`src/rtl/cfg_loader_pkg.sv`:
```
package cfg_loader_pkg;
  localparam int BYTE_W = 8;

  // Bit offset of a byte lane inside one buffer; lane 0 is the top byte.
  function automatic int lane_lsb(input int lane, input int bytes_per_buf);
    return (bytes_per_buf - 1 - lane) * BYTE_W;
  endfunction
endpackage

```
`src/rtl/cfg_byte_sequencer.sv`:
```
module cfg_byte_sequencer #(
  parameter int NUM_BUF       = 17,
  parameter int BYTES_PER_BUF = 5,
  localparam int TOTAL  = NUM_BUF * BYTES_PER_BUF,
  localparam int CNT_W  = $clog2(TOTAL + 1),
  localparam int IDX_W  = (NUM_BUF > 1) ? $clog2(NUM_BUF) : 1,
  localparam int LANE_W = (BYTES_PER_BUF > 1) ? $clog2(BYTES_PER_BUF) : 1
) (
  input  logic              clk,
  input  logic              rst,
  input  logic              wr_en,
  input  logic              reload,
  output logic              accept,
  output logic [IDX_W-1:0]  buf_idx,
  output logic [LANE_W-1:0] lane,
  output logic              done
);
  logic [CNT_W-1:0] count_q;
  logic [IDX_W-1:0] idx_q;
  logic [LANE_W-1:0] lane_q;
  logic done_q;
  logic last_lane, last_byte;

  assign accept    = wr_en && !done_q && !reload;
  assign last_lane = (lane_q == LANE_W'(BYTES_PER_BUF - 1));
  assign last_byte = (count_q == CNT_W'(TOTAL - 1));

  always_ff @(posedge clk) begin
    if (rst || reload) begin
      count_q <= '0;
      idx_q   <= '0;
      lane_q  <= '0;
      done_q  <= 1'b0;
    end else if (accept) begin
      count_q <= count_q + 1'b1;
      if (last_byte)
        done_q <= 1'b1;
      if (last_lane) begin
        lane_q <= '0;
        idx_q  <= idx_q + 1'b1;
      end else begin
        lane_q <= lane_q + 1'b1;
      end
    end
  end

  assign buf_idx = idx_q;
  assign lane    = lane_q;
  assign done    = done_q;

  AST_COUNT_BOUND: assert property (@(posedge clk) disable iff (rst)
    count_q <= CNT_W'(TOTAL));
  AST_DONE_AT_FULL: assert property (@(posedge clk) disable iff (rst)
    $rose(done_q) |-> (count_q == CNT_W'(TOTAL)));
  AST_RELOAD_REWINDS: assert property (@(posedge clk) disable iff (rst)
    reload |=> (count_q == '0 && !done_q && lane_q == '0 && idx_q == '0));
  AST_IDLE_HOLD: assert property (@(posedge clk) disable iff (rst)
    (!wr_en && !reload) |=> $stable(count_q));
  AST_LANE_RANGE: assert property (@(posedge clk) disable iff (rst)
    lane_q < LANE_W'(BYTES_PER_BUF));
endmodule

```
`src/rtl/cfg_buf_bank.sv`:
```
module cfg_buf_bank
  import cfg_loader_pkg::*;
#(
  parameter int NUM_BUF       = 17,
  parameter int BYTES_PER_BUF = 5,
  localparam int BUF_W  = BYTES_PER_BUF * BYTE_W,
  localparam int FLAT_W = NUM_BUF * BUF_W,
  localparam int LANES  = NUM_BUF * BYTES_PER_BUF,
  localparam int IDX_W  = (NUM_BUF > 1) ? $clog2(NUM_BUF) : 1,
  localparam int LANE_W = (BYTES_PER_BUF > 1) ? $clog2(BYTES_PER_BUF) : 1
) (
  input  logic              clk,
  input  logic              rst,
  input  logic              we,
  input  logic [IDX_W-1:0]  buf_idx,
  input  logic [LANE_W-1:0] lane,
  input  logic [BYTE_W-1:0] din,
  output logic [FLAT_W-1:0] bufs
);
  logic [LANES-1:0] lane_we;

  for (genvar b = 0; b < NUM_BUF; b++) begin : g_buf
    for (genvar l = 0; l < BYTES_PER_BUF; l++) begin : g_lane
      localparam int LSB = b * BUF_W + lane_lsb(l, BYTES_PER_BUF);
      assign lane_we[b*BYTES_PER_BUF + l] =
        we && (buf_idx == IDX_W'(b)) && (lane == LANE_W'(l));
      always_ff @(posedge clk) begin
        if (rst)
          bufs[LSB +: BYTE_W] <= '0;
        else if (lane_we[b*BYTES_PER_BUF + l])
          bufs[LSB +: BYTE_W] <= din;
      end
    end
  end

  AST_SINGLE_LANE: assert property (@(posedge clk) disable iff (rst)
    $onehot0(lane_we));
  AST_RESET_ZERO: assert property (@(posedge clk)
    $past(rst) |-> (bufs == '0));
  AST_NO_WE_HOLD: assert property (@(posedge clk) disable iff (rst)
    !we |=> $stable(bufs));
endmodule

```
`src/rtl/cfg_image_loader.sv`:
```
module cfg_image_loader #(
  parameter int NUM_BUF       = 17,
  parameter int BYTES_PER_BUF = 5,
  localparam int BUF_W  = BYTES_PER_BUF * 8,
  localparam int FLAT_W = NUM_BUF * BUF_W,
  localparam int IDX_W  = (NUM_BUF > 1) ? $clog2(NUM_BUF) : 1,
  localparam int LANE_W = (BYTES_PER_BUF > 1) ? $clog2(BYTES_PER_BUF) : 1
) (
  input  logic              clk,
  input  logic              rst,
  input  logic              wr_en,
  input  logic [7:0]        wr_data,
  input  logic              reload,
  output logic [FLAT_W-1:0] buf_flat,
  output logic              cfg_done
);
  logic              accept;
  logic [IDX_W-1:0]  buf_idx;
  logic [LANE_W-1:0] lane;

  cfg_byte_sequencer #(.NUM_BUF(NUM_BUF), .BYTES_PER_BUF(BYTES_PER_BUF)) u_seq (
    .clk(clk), .rst(rst), .wr_en(wr_en), .reload(reload),
    .accept(accept), .buf_idx(buf_idx), .lane(lane), .done(cfg_done)
  );

  cfg_buf_bank #(.NUM_BUF(NUM_BUF), .BYTES_PER_BUF(BYTES_PER_BUF)) u_bank (
    .clk(clk), .rst(rst), .we(accept), .buf_idx(buf_idx), .lane(lane),
    .din(wr_data), .bufs(buf_flat)
  );

  AST_IGNORE_AFTER_DONE: assert property (@(posedge clk) disable iff (rst)
    cfg_done |=> $stable(buf_flat));
  AST_RELOAD_WINS: assert property (@(posedge clk) disable iff (rst)
    reload |=> $stable(buf_flat));
  AST_RELOAD_CLEARS_DONE: assert property (@(posedge clk) disable iff (rst)
    reload |=> !cfg_done);
  AST_FIRST_TOP_BYTE: assert property (@(posedge clk) disable iff (rst)
    ($past(reload) && wr_en && !reload) |=> (buf_flat[BUF_W-1 -: 8] == $past(wr_data)));
endmodule

```
`config.mk`:
```
export PLATFORM = sky130hd
export DESIGN_NAME = cfg_image_loader
export DESIGN_NICKNAME = d
export VERILOG_FILES = /design/src/rtl/cfg_loader_pkg.sv /design/src/rtl/cfg_byte_sequencer.sv /design/src/rtl/cfg_buf_bank.sv /design/src/rtl/cfg_image_loader.sv
export SDC_FILE = /design/constraint.sdc
export NUM_CORES = 1
export LEC_CHECK = 0
export BUFFER_PORTS_ARGS = -buffer_cell sky130_fd_sc_hd__buf_4
export CAP_MARGIN = 15
export CORE_MARGIN = 4
export CORE_UTILIZATION = 41
export DETAILED_ROUTE_END_ITERATION = 16
export PLACE_DENSITY = 0.67
export SYNTH_ARGS = -nofsm -noshare
export SYNTH_HDL_FRONTEND = slang
export SYNTH_HIERARCHICAL = 1
export SYNTH_SLANG_ARGS = --single-unit
```
`constraint.sdc`:
```
create_clock -name clk -period 2.8 [get_ports clk]
set_clock_uncertainty 0.05 [all_clocks]
set_input_delay 0.14 -clock clk [delete_from_list [all_inputs] [get_ports clk]]
set_output_delay 0.14 -clock clk [all_outputs]
set_load 0.01 [all_outputs]
```
; Word-level counts from Yosys, hierarchy flattened
; Cells that the tools add are included.
[totals]
input_bits = 12
elab_cells = 225
reg_bits = 696
out_inout_bits = 681
[op_classes]
n_eq_ne = 21
add_sub_neg = 3
reduce_logical = 111
muxes = 1
[op_table]
columns = operator, count
row1 = 1-bit logical AND, 104
row2 = 5-bit by 4-bit == test with 1-bit output (second input constant), 8
row3 = 5-bit by 3-bit == test with 1-bit output (second input constant), 4
row4 = 5-bit by 2-bit == test with 1-bit output (second input constant), 2
row5 = 7-bit by 1-bit adder with 7-bit output (second input constant), 1
row6 = 7-bit == test (second input constant), 1
row7 = 3-bit by 2-bit == test with 1-bit output (second input constant), 2
row8 = 5-bit by 1-bit adder with 5-bit output (second input constant), 1
row9 = 5-bit by 1-bit == test with 1-bit output (second input constant), 1
row10 = 5-bit == test (second input constant), 1
row11 = 5-bit logical NOT, 1
row12 = 2-bit AND reduction, 2
row13 = 3-bit by 1-bit adder with 3-bit output (second input constant), 1
row14 = 3-bit by 1-bit == test with 1-bit output (second input constant), 1
row15 = 3-bit == test (second input constant), 1
row16 = 3-bit logical NOT, 1
row17 = 3-bit 2-to-1 mux, 1
row18 = 1-bit logical NOT, 2
row19 = 1-bit logical OR, 1

; Depth between registers and ports, before layout
; Gate-level depths: netlist of run 1.
[logic_depth]
ltp_word = 5
ltp_mapped = 8
mapped_depth_nobuf = 5

; Modules after synthesis
; The synthesis of run 1 kept the hierarchy.
[modules_own_cells]
columns = mod, seq_area_each_um2, area_each_um2, instances, cells_each
row1 = cfg_buf_bank, 13613.1, 27410.0, 1, 2327
row2 = cfg_byte_sequencer, 320.3, 784.5, 1, 95

; Worst setup path before layout of run 1
; OpenSTA, ideal clock, no wires.
[synth_timing]
kind = flip-flop to flip-flop
startpoint = register u_seq.done_q, in the netlist u_seq/done
endpoint = register u_bank.bufs[152]
setup_slack_ns = 0.694
t_arrival_ns = 1.923
stages_incl_launch_ff = 8
cell_sequence = dfxtp_1 -> or3b_4 -> buf_6 -> inv_1 -> nor4b_4 -> buf_8 -> nand3_1 -> mux2i_1
[synth_via]
elab_chain_len = 5
[synth_lines]
columns = item, line_no
row1 = from (decl), cfg_byte_sequencer.sv:21  ; logic done_q;
row2 = from (signal assigned), cfg_byte_sequencer.sv:33  ; done_q <= 1'b0;
row3 = from (signal assigned), cfg_byte_sequencer.sv:37  ; done_q <= 1'b1;
row4 = 1-bit logical NOT, cfg_byte_sequencer.sv:24  ; assign accept = wr_en && !done_q && !reload;
row5 = 1-bit logical AND (2 in series), cfg_byte_sequencer.sv:24
row6 = net accept, cfg_image_loader.sv:17  ; logic accept;
row7 = 1-bit logical AND (2 in series), cfg_buf_bank.sv:26  ; we && (buf_idx == IDX_W'(b)) && (lane == LANE_W'(l));
row8 = "to (signal, indexed assignment)", cfg_buf_bank.sv:31  ; bufs[LSB +: BYTE_W] <= din;
row9 = to (decl), cfg_buf_bank.sv:18  ; output logic [FLAT_W-1:0] bufs
; The timed path passes the listed nets, and every way through them passes these cells.
; A chain may end at the register's enable or synchronous reset.

; Worst setup path in the final report of run 1
[layout_timing]
startpoint = register u_seq.done_q, in the netlist u_seq/done
endpoint = register u_bank.bufs[195]
; The elaborated chain is that of the path after synthesis.

==> reports/metrics.csv, run 1 <==
metric,value,unit
status,completed,
antenna_left,0,
synth_most_common_cell,dfxtp_1,
die-area,73000,um2
fin_cells,3990,
critical_path.max_fanout,21,
portBuffers,692,
synth_top_area_cell,dfxtp_1,
synth_area_leaders,"dfxtp_1 (49%), mux2i_1 (24%), nand2b_1 (15%), nand3_4 (5.2%), clkbuf_1 (1.7%)",
layout-drive-gt1-share,31.2,%
post_cts_buffers,0,
crit_arrival,2740,ps
finalCritPeriodShare,83.6,%
insertion_delay,590,ps
track_usage,25.1,%
cts_resized,0,
synth_ff_type,dfxtp_1,
yosysSeqAreaShare,49.4,%
reg2regPathDepth,7,
period_minus_slack,2340,ps
maxCapViolations,0,
fin_setup_tns,0,ps
path_delay_family,simple AND/OR/NAND/NOR gates,
rows,95,
finalMaxSlewViolations,0,
synth.distinct_cells,38,
ir_worst_vdd,0.456,mV
multi_input_area,13300,um2
tritoncts,yes,
grt_pass1_vias,20856,
hold_viol_final,0,
async_flop_share,0,%
grt_max_degree,262,
rr_endpoint,u_bank/bufs[195],
worst_slew_pin_slew,1120,ps
overflow,0,
crit_path_start_kind,flop,
synthCells,2422,
wl,95200,um
place_inst,3849,
regToRegSetupSlack,460,ps
dpl.hpwl,64100,um
path_class,flop to flop,
worstPathBufferInverterCount,3,
slowest_stage,or3b_4,
antenna_found_initial,0,
place_congestion,0.826,
cts_buffers,77,
initial_core_util,41.7,%
vias_per_cell,5.02,
clockRootBuffer,clkbuf_16,
synth_nets,2439,
drt_iter0_drc,1070,
syn_avg_cell_area,11.6,um2
cts.clk_slew.worst_paths,60,ps
nets,3076,
hold_depth,3,
firstDrtPassIters,5,
rsz0062_at_grt,no,
setup_violations,0,
die_h,270,um
synth_edf_count,0,
crit_path_end_kind,flop,
boundaryPins,693,
regArea,13900,um2
remaining_drc_errors,0,
cts_buffer_depth,3,
grt_pass1_wl,141000,um
vias,20017,
crit_required,3200,ps
synth.top_cell.area_share,49.4,%
h-tree-depth,3,
synth_seq_cells,696,
path_cells,or3b_4 > inv_1 > buf_4 > and4bb_2 > buf_12 > nand3_4 > mux2i_1,
holdPathEnd,u_bank/bufs[75],
core_area,67600,um2
timing.fmax,427,MHz
r2r_start,u_seq/done,
insertedDiodeCount,0,
slowest_delay,510,ps
die_w,270,um
p_per_area,563,nW/um2
syn_area,28200,um2
yosys_warnings,6,
cts.sinks,696,
synth_common_cells,"dfxtp_1 (696), mux2i_1 (681), nand2b_1 (674), clkbuf_1 (125), nand3_4 (84)",
maxSlewHeadroom,25.6,%
wl_per_cell,23.8,um
hold_path_class,primary input to flop,
hold_ws,80.8,ps
hp-start,wr_data[3],
area_growth,29.9,%
fillers,5919,
p_leak,18.8,nW
-- per-layer routing --
layer  global-route usage [%]  share of wire (%)
met5                        0                  0
met3                     5.70                5.9
met2                     44.0                 49
met1                     29.9                 41
met4                     9.71                3.9
-- registers in the layout, summed over array words and instances (netlist names) --
signal         flops
u_bank/bufs      680
u_seq/buf_idx      5
u_seq/count_q      7
u_seq/lane         3
u_seq/done         1
-- cells by family after synthesis --
| family | synth area share (%) |
|---|---|
| flops | 49.4 |
| buf+inv | 3.79 |
| compound gates | 0.497 |
| simple gates | 21.9 |
| fa+ha+maj | 0.222 |
| mux | 24.2 |
-- worst register-to-register path, cell delays in order (launching register included) --
cell and delay [ps]:
dfxtp_1 330, or3b_4 510, inv_1 150, buf_4 170, and4bb_2 280, buf_12 270
nand3_4 260, mux2i_1 190
-- how the worst max path moves through the flow --
stage	start	to	slack [ps]	depth (start not counted)
after floorplan	u_seq/done	u_bank/bufs[152]	690	7
after global placement	u_seq/done	u_bank/bufs[193]	480	7
after detailed placement	u_seq/done	u_bank/bufs[193]	460	7
after CTS	u_seq/done	u_bank/bufs[195]	450	7
after global routing	u_seq/done	u_bank/bufs[157]	330	6
final	u_seq/done	u_bank/bufs[195]	460	7
-- cells in the final DEF, fill, tap and decap left out, types with 5 or more instances in the layout --
cell,instances
nand2b_1,666
clkbuf_1,21
o21ai_0,7
ha_1,5
clkinv_2,13
mux2i_1,681
nand3_1,5
or2b_2,14
dfxtp_1,696
inv_1,6
nand3_4,84
or3_1,5
nand2_1,13
nand2b_4,8
a21oi_1,15
clkbuf_8,16
buf_4,718
clkbuf_16,81
buf_12,17
-- cell type report --
cell class	count	area share, %
sequential	696	38.0
multi-input combinational	1538	36.3
timing repair buffer	740	15.8
clock buffer	118	6.35
tap	873	2.98
clock inverter	19	0.475
inverter	6	0.0615
-- what timing repair did --
item	in CTS	in global routing
hold endpoints to repair	37	0
endpoints found under the setup margin	0	0
hold buffers	4	0
-- report_power, final --
group / leakage [nW] / total (W) / internal [W] / switching (W)
clock: 1.24 / 0.00999 / 0.00591 / 0.00408
sequential: 5.60 / 0.00992 / 0.00991 / 0.00000601
combinational: 12.0 / 0.000706 / 0.000258 / 0.000448
total: 18.8 / 0.0206 / 0.0161 / 0.00453
-- metrics by stage --
step | utilization, % | total power, W | setup slack (ps) | instance area [um2]
2_1_floorplan | - | 0.0106 | 694 | 28200
3_3_place_gp | 50.4 | 0.0108 | 484 | 34100
3_5_place_dp | 50.4 | 0.0108 | 458 | 34100
4_1_cts | 54.1 | 0.0208 | 449 | 36600
5_1_grt | 54.1 | 0.0213 | 335 | 36600
6_report | 54.1 | 0.0206 | 459 | 36600
(Power assumes the default switching activity.)
==> inputs of run 2 (changes only) <==
- PLACE_DENSITY: 0.67 -> 0.69
- clock period: 2.8 -> 2 ns (I/O delays scaled with it)
==> reports/metrics.csv, run 2 (synthesized netlist as in run 1, its figures left out) <==
metric,value,unit
status,completed,
antenna_left,0,
grt_pass1_vias,21015,
vias,20148,
core_area,67600,um2
vias_per_cell,5.01,
r2r_start,u_seq/done,
die_h,270,um
layout-drive-gt1-share,32.0,%
timing.fmax,504,MHz
design_area,37300,um2
cts.clk_slew.worst_paths,60,ps
hold_ws,377,ps
final_common_cell,buf_4,
most-common-layout-cells,"buf_4 (717), dfxtp_1 (695), mux2i_1 (681), nand2b_1 (666), nand3_4 (84)",
crit_path_start_kind,flop,
clockRootBuffer,clkbuf_16,
crit_arrival,2400,ps
post_dp_cell_area,34500,um2
grt_pass1_wl,137000,um
wl,92200,um
wl_per_cell,22.9,um
finalCritPeriodShare,99.1,%
p_per_area,801,nW/um2
path_class,flop to flop,
layout_setup_ws,17.6,ps
fin_setup_tns,0,ps
ir_worst_vdd,0.678,mV
crit_path_end_kind,flop,
place_congestion,0.819,
pre_cts_slack,-13.2,ps
worst_slew_pin_slew,820,ps
insertedDiodeCount,0,
portBuffers,692,
p_leak,19.1,nW
largest_reg_flops,680,
die-area,73000,um2
track_usage,24.2,%
cp-startpoint,u_seq/done,
die_w,270,um
boundaryPins,693,
hold_viol_final,0,
initial_core_util,41.7,%
crit_required,2410,ps
finalMaxSlewViolations,0,
drt_iter0_drc,1120,
cts_buffer_depth,3,
remaining_drc_errors,0,
h-tree-depth,3,
hp-start,reload,
setup_violations,0,
maxCapViolations,0,
nets,3104,
tritoncts,yes,
maxSlewHeadroom,45.4,%
firstDrtPassIters,5,
period_minus_slack,1980,ps
insertion_delay,590,ps
rows,95,
overflow,0,
hold_path_class,primary input to flop,
dpl.hpwl,61800,um
area_growth,32.5,%
antenna_found_initial,0,
grt_max_degree,214,
largest-register,u_bank/bufs,
cts_buffers,76,
cts.sinks,696,
critical_path.max_fanout,20,
rsz0062_at_grt,yes,
run 2: changes by cell type in the layout (fill, tap and decap cells not counted), moves of 2 or more:
cell / change
dlygate4sd3_1: +8
clkbuf_1: -8
bufinv_16: +8
buf_12: +20
clkinvlp_4: +2
run 2: path summary, 6_finish.rpt:
| check | cells past startpoint | end | slack (ps) |
|---|---|---|---|
| setup / recovery | 6 | u_bank/bufs[184] | 20 |
| hold / removal | 5 | u_seq/lane[2] | 380 |
| hold reg to reg | 2 | u_bank/bufs[298] | 430 |
| setup reg to reg | 6 | u_bank/bufs[184] | 20 |
run 2: critical path, cell delays in order, from the launching register on:
cell	delay [ps]
dfxtp_2	320
or3b_4	390
clkinvlp_4	110
and4bb_2	270
buf_12	250
nand3_4	230
mux2i_1	180
run 2: power by group:
group / internal, W / switching, W
clock: 0.00918 / 0.00578
combinational: 0.000419 / 0.000641
sequential: 0.0139 / 0.00000878
total: 0.0235 / 0.00643
run 2: what timing repair did:
item	in CTS	in global routing
pin swaps	1	3
gates resized for setup	1	0
setup endpoints to repair	77	430
buffers inserted	3	0
gates cloned	0	1
hold buffers	13	0
hold endpoints to repair	222	0
run 2: layer usage:
metal  vias up  wire length [um]  global-route usage, %
met5         -                 0                      0
met1      9899             37100                   28.5
met3       187              5140                   5.12
met2       615             45900                   42.7
li1       9447                 -                      -
met4         0              3960                   10.1
run 2: final cells by class:
cell class,count,area [um2]
inverters,6,26.3
clock buffers,109,2260
clock inverters,29,437
multi-input cells,1538,13300
fillers,5738,30300
well taps,873,1090
flip-flops and latches,696,13900
repair buffers,769,6290
run 2: through the flow:
stage | std cells | util, % | power (W)
after CTS | 4019 | 55.2 | 0.0302
after global placement | 3865 | 50.9 | 0.0152
after detailed placement | 3865 | 50.9 | 0.0152
after floorplan | 2422 | - | 0.0148
final | 4020 | 55.2 | 0.0299
after global routing | 4020 | 55.2 | 0.0308
==> inputs of run 3 (changes only) <==
- GPL_TIMING_DRIVEN: unset -> 0
==> reports/metrics.csv, run 3 (synthesized netlist as in run 1, its figures left out) <==
metric,value,unit
rsz0062_at_grt,yes,
violations,negative setup slack,
finalCritPeriodShare,103,%
final_common_cell,buf_4,
grt_pass1_vias,21662,
crit_path_end_kind,flop,
initial_core_util,41.7,%
layout-drive-gt1-share,30.5,%
slowest_delay,390,ps
core_area,67600,um2
overflow,0,
track_usage,25.6,%
largest-register,u_bank/bufs,
most-common-layout-cells,"buf_4 (709), dfxtp_1 (694), mux2i_1 (680), nand2b_1 (674), clkbuf_1 (136)",
largest_reg_flops,680,
maxSlewHeadroom,22.9,%
dpl.hpwl,72000,um
vias,20709,
p_per_area,774,nW/um2
p_total,0.0289,W
wl_per_cell,23.5,um
nets,3225,
timing.fmax,488,MHz
insertion_delay,610,ps
crit_required,2390,ps
status,"finished, violations left",
cts.clk_slew.worst_paths,60,ps
pwr-share-comb,3.8,%
portBuffers,692,
setup_violations,54,
slowest_stage,or3b_4,
switchingPower,0.00643,W
period_minus_slack,2050,ps
tritoncts,yes,
die-area,73000,um2
boundaryPins,693,
place_congestion,0.851,
p_sw_share,22.3,%
rows,95,
path_class,flop to flop,
cts_buffer_depth,3,
finalMaxSlewViolations,0,
ir_worst_vdd,0.514,mV
vias_per_cell,5.01,
crit_path_start_kind,flop,
clockRootBuffer,clkbuf_16,
design_area,37300,um2
grt_pass1_wl,143000,um
antenna_found_initial,1,
hold_viol_final,0,
die_w,270,um
p_clk_share,48.2,%
p_int,0.0224,W
remaining_drc_errors,0,
h-tree-depth,3,
critical_path.max_fanout,8,
cts_buffers,75,
wl,97400,um
antenna_left,0,
firstDrtPassIters,5,
worst_slew_pin_slew,1160,ps
p_leak,19.0,nW
post_dp_cell_area,34500,um2
share_seq_of_total_power,48.1,%
crit_arrival,2440,ps
area_growth,32.4,%
layout_setup_ws,-50.3,ps
die_h,270,um
maxCapViolations,0,
drt_iter0_drc,1017,
grt_max_degree,15,
path_cells,or3b_4 > clkinvlp_4 > nor4b_4 > buf_6 > buf_12 > nand3_4 > mux2i_1,
cts.sinks,696,
insertedDiodeCount,0,
hold_path_class,primary input to flop,
==> run 3: cell count changes in the layout (fill, tap and decap cells not counted), moves of 4 or more <==
cell,delta
clkbuf_1,+123
buf_12,-24
buf_2,+11
clkbuf_8,+11
buf_6,+9
buf_4,-8
nand2b_1,+8
nand2b_4,-8
bufinv_16,-7
dlygate4sd3_1,-6
clkinv_2,+4
==> run 3: cell type report <==
class	instances	area [um2]
clock buffer	107	2230
sequential	696	13900
timing repair buffer	710	5450
clock inverter	26	260
buffer	181	1120
fill	5848	30300
tap	873	1090
inverter	6	26.3
multi-input combinational	1538	13200
==> run 3: worst max-delay path, delay by kind of cell (launching register included) <==
family                 cells  cell delay, ps
and+or+nand+nor            3             790
buffers and inverters      3             500
DFF                        1             320
muxes                      1             190
==> run 3: repair_timing <==
action	CTS	global route
pin swaps	3	1
endpoints found under the setup margin	680	621
gates resized for setup	20	10
setup buffers	7	1
hold endpoints to repair	12	0
hold buffers	6	0
cloned	3	1
==> run 3: power groups by stage <==
stage	registers (W)	logic (W)	clock network [W]
finish	0.0139	0.00108	0.0139
CTS	0.0139	0.00108	0.0142
global route	0.0139	0.00114	0.0147
detailed placement	0.0142	0.00104	0
floorplan	0.0142	0.000636	0
global placement	0.0142	0.00103	0
==> run 3: per-layer routing <==
| metal | track usage [%] | vias to the layer above | part of all wire (%) |
|---|---|---|---|
| met5 | 0 | - | 0 |
| met4 | 10.3 | 0 | 4.1 |
| met3 | 5.52 | 179 | 5.8 |
| met2 | 45.3 | 600 | 50 |
| met1 | 30.1 | 10227 | 40 |
| li1 | - | 9703 | - |
==> run 3: path summary, 6_finish.rpt <==
kind / end / startpoint / slack (ps) / depth (start not counted)
setup / recovery: u_bank/bufs[113] / u_seq/done / -50 / 7
hold / removal: u_bank/bufs[584] / wr_data[0] / 50 / 4
setup reg to reg: u_bank/bufs[113] / u_seq/done / -50 / 7
hold reg to reg: u_bank/bufs[306] / u_bank/bufs[306] / 420 / 2
==> run 3: stage by stage <==
step           cells  hold slack [ps]  setup TNS, ps  utilization [%]  worst slack [ps]
2_1_floorplan   2422              218              0                -              10.7
3_3_place_gp    3987              369        -171980             51.0              -383
3_5_place_dp    3987              381        -179570             51.0              -435
4_1_cts         4135             2.79          -2110             55.1             -48.7
5_1_grt         4137             57.7         -13510             55.2              -136
6_report        4137             48.0           -887             55.2             -50.3
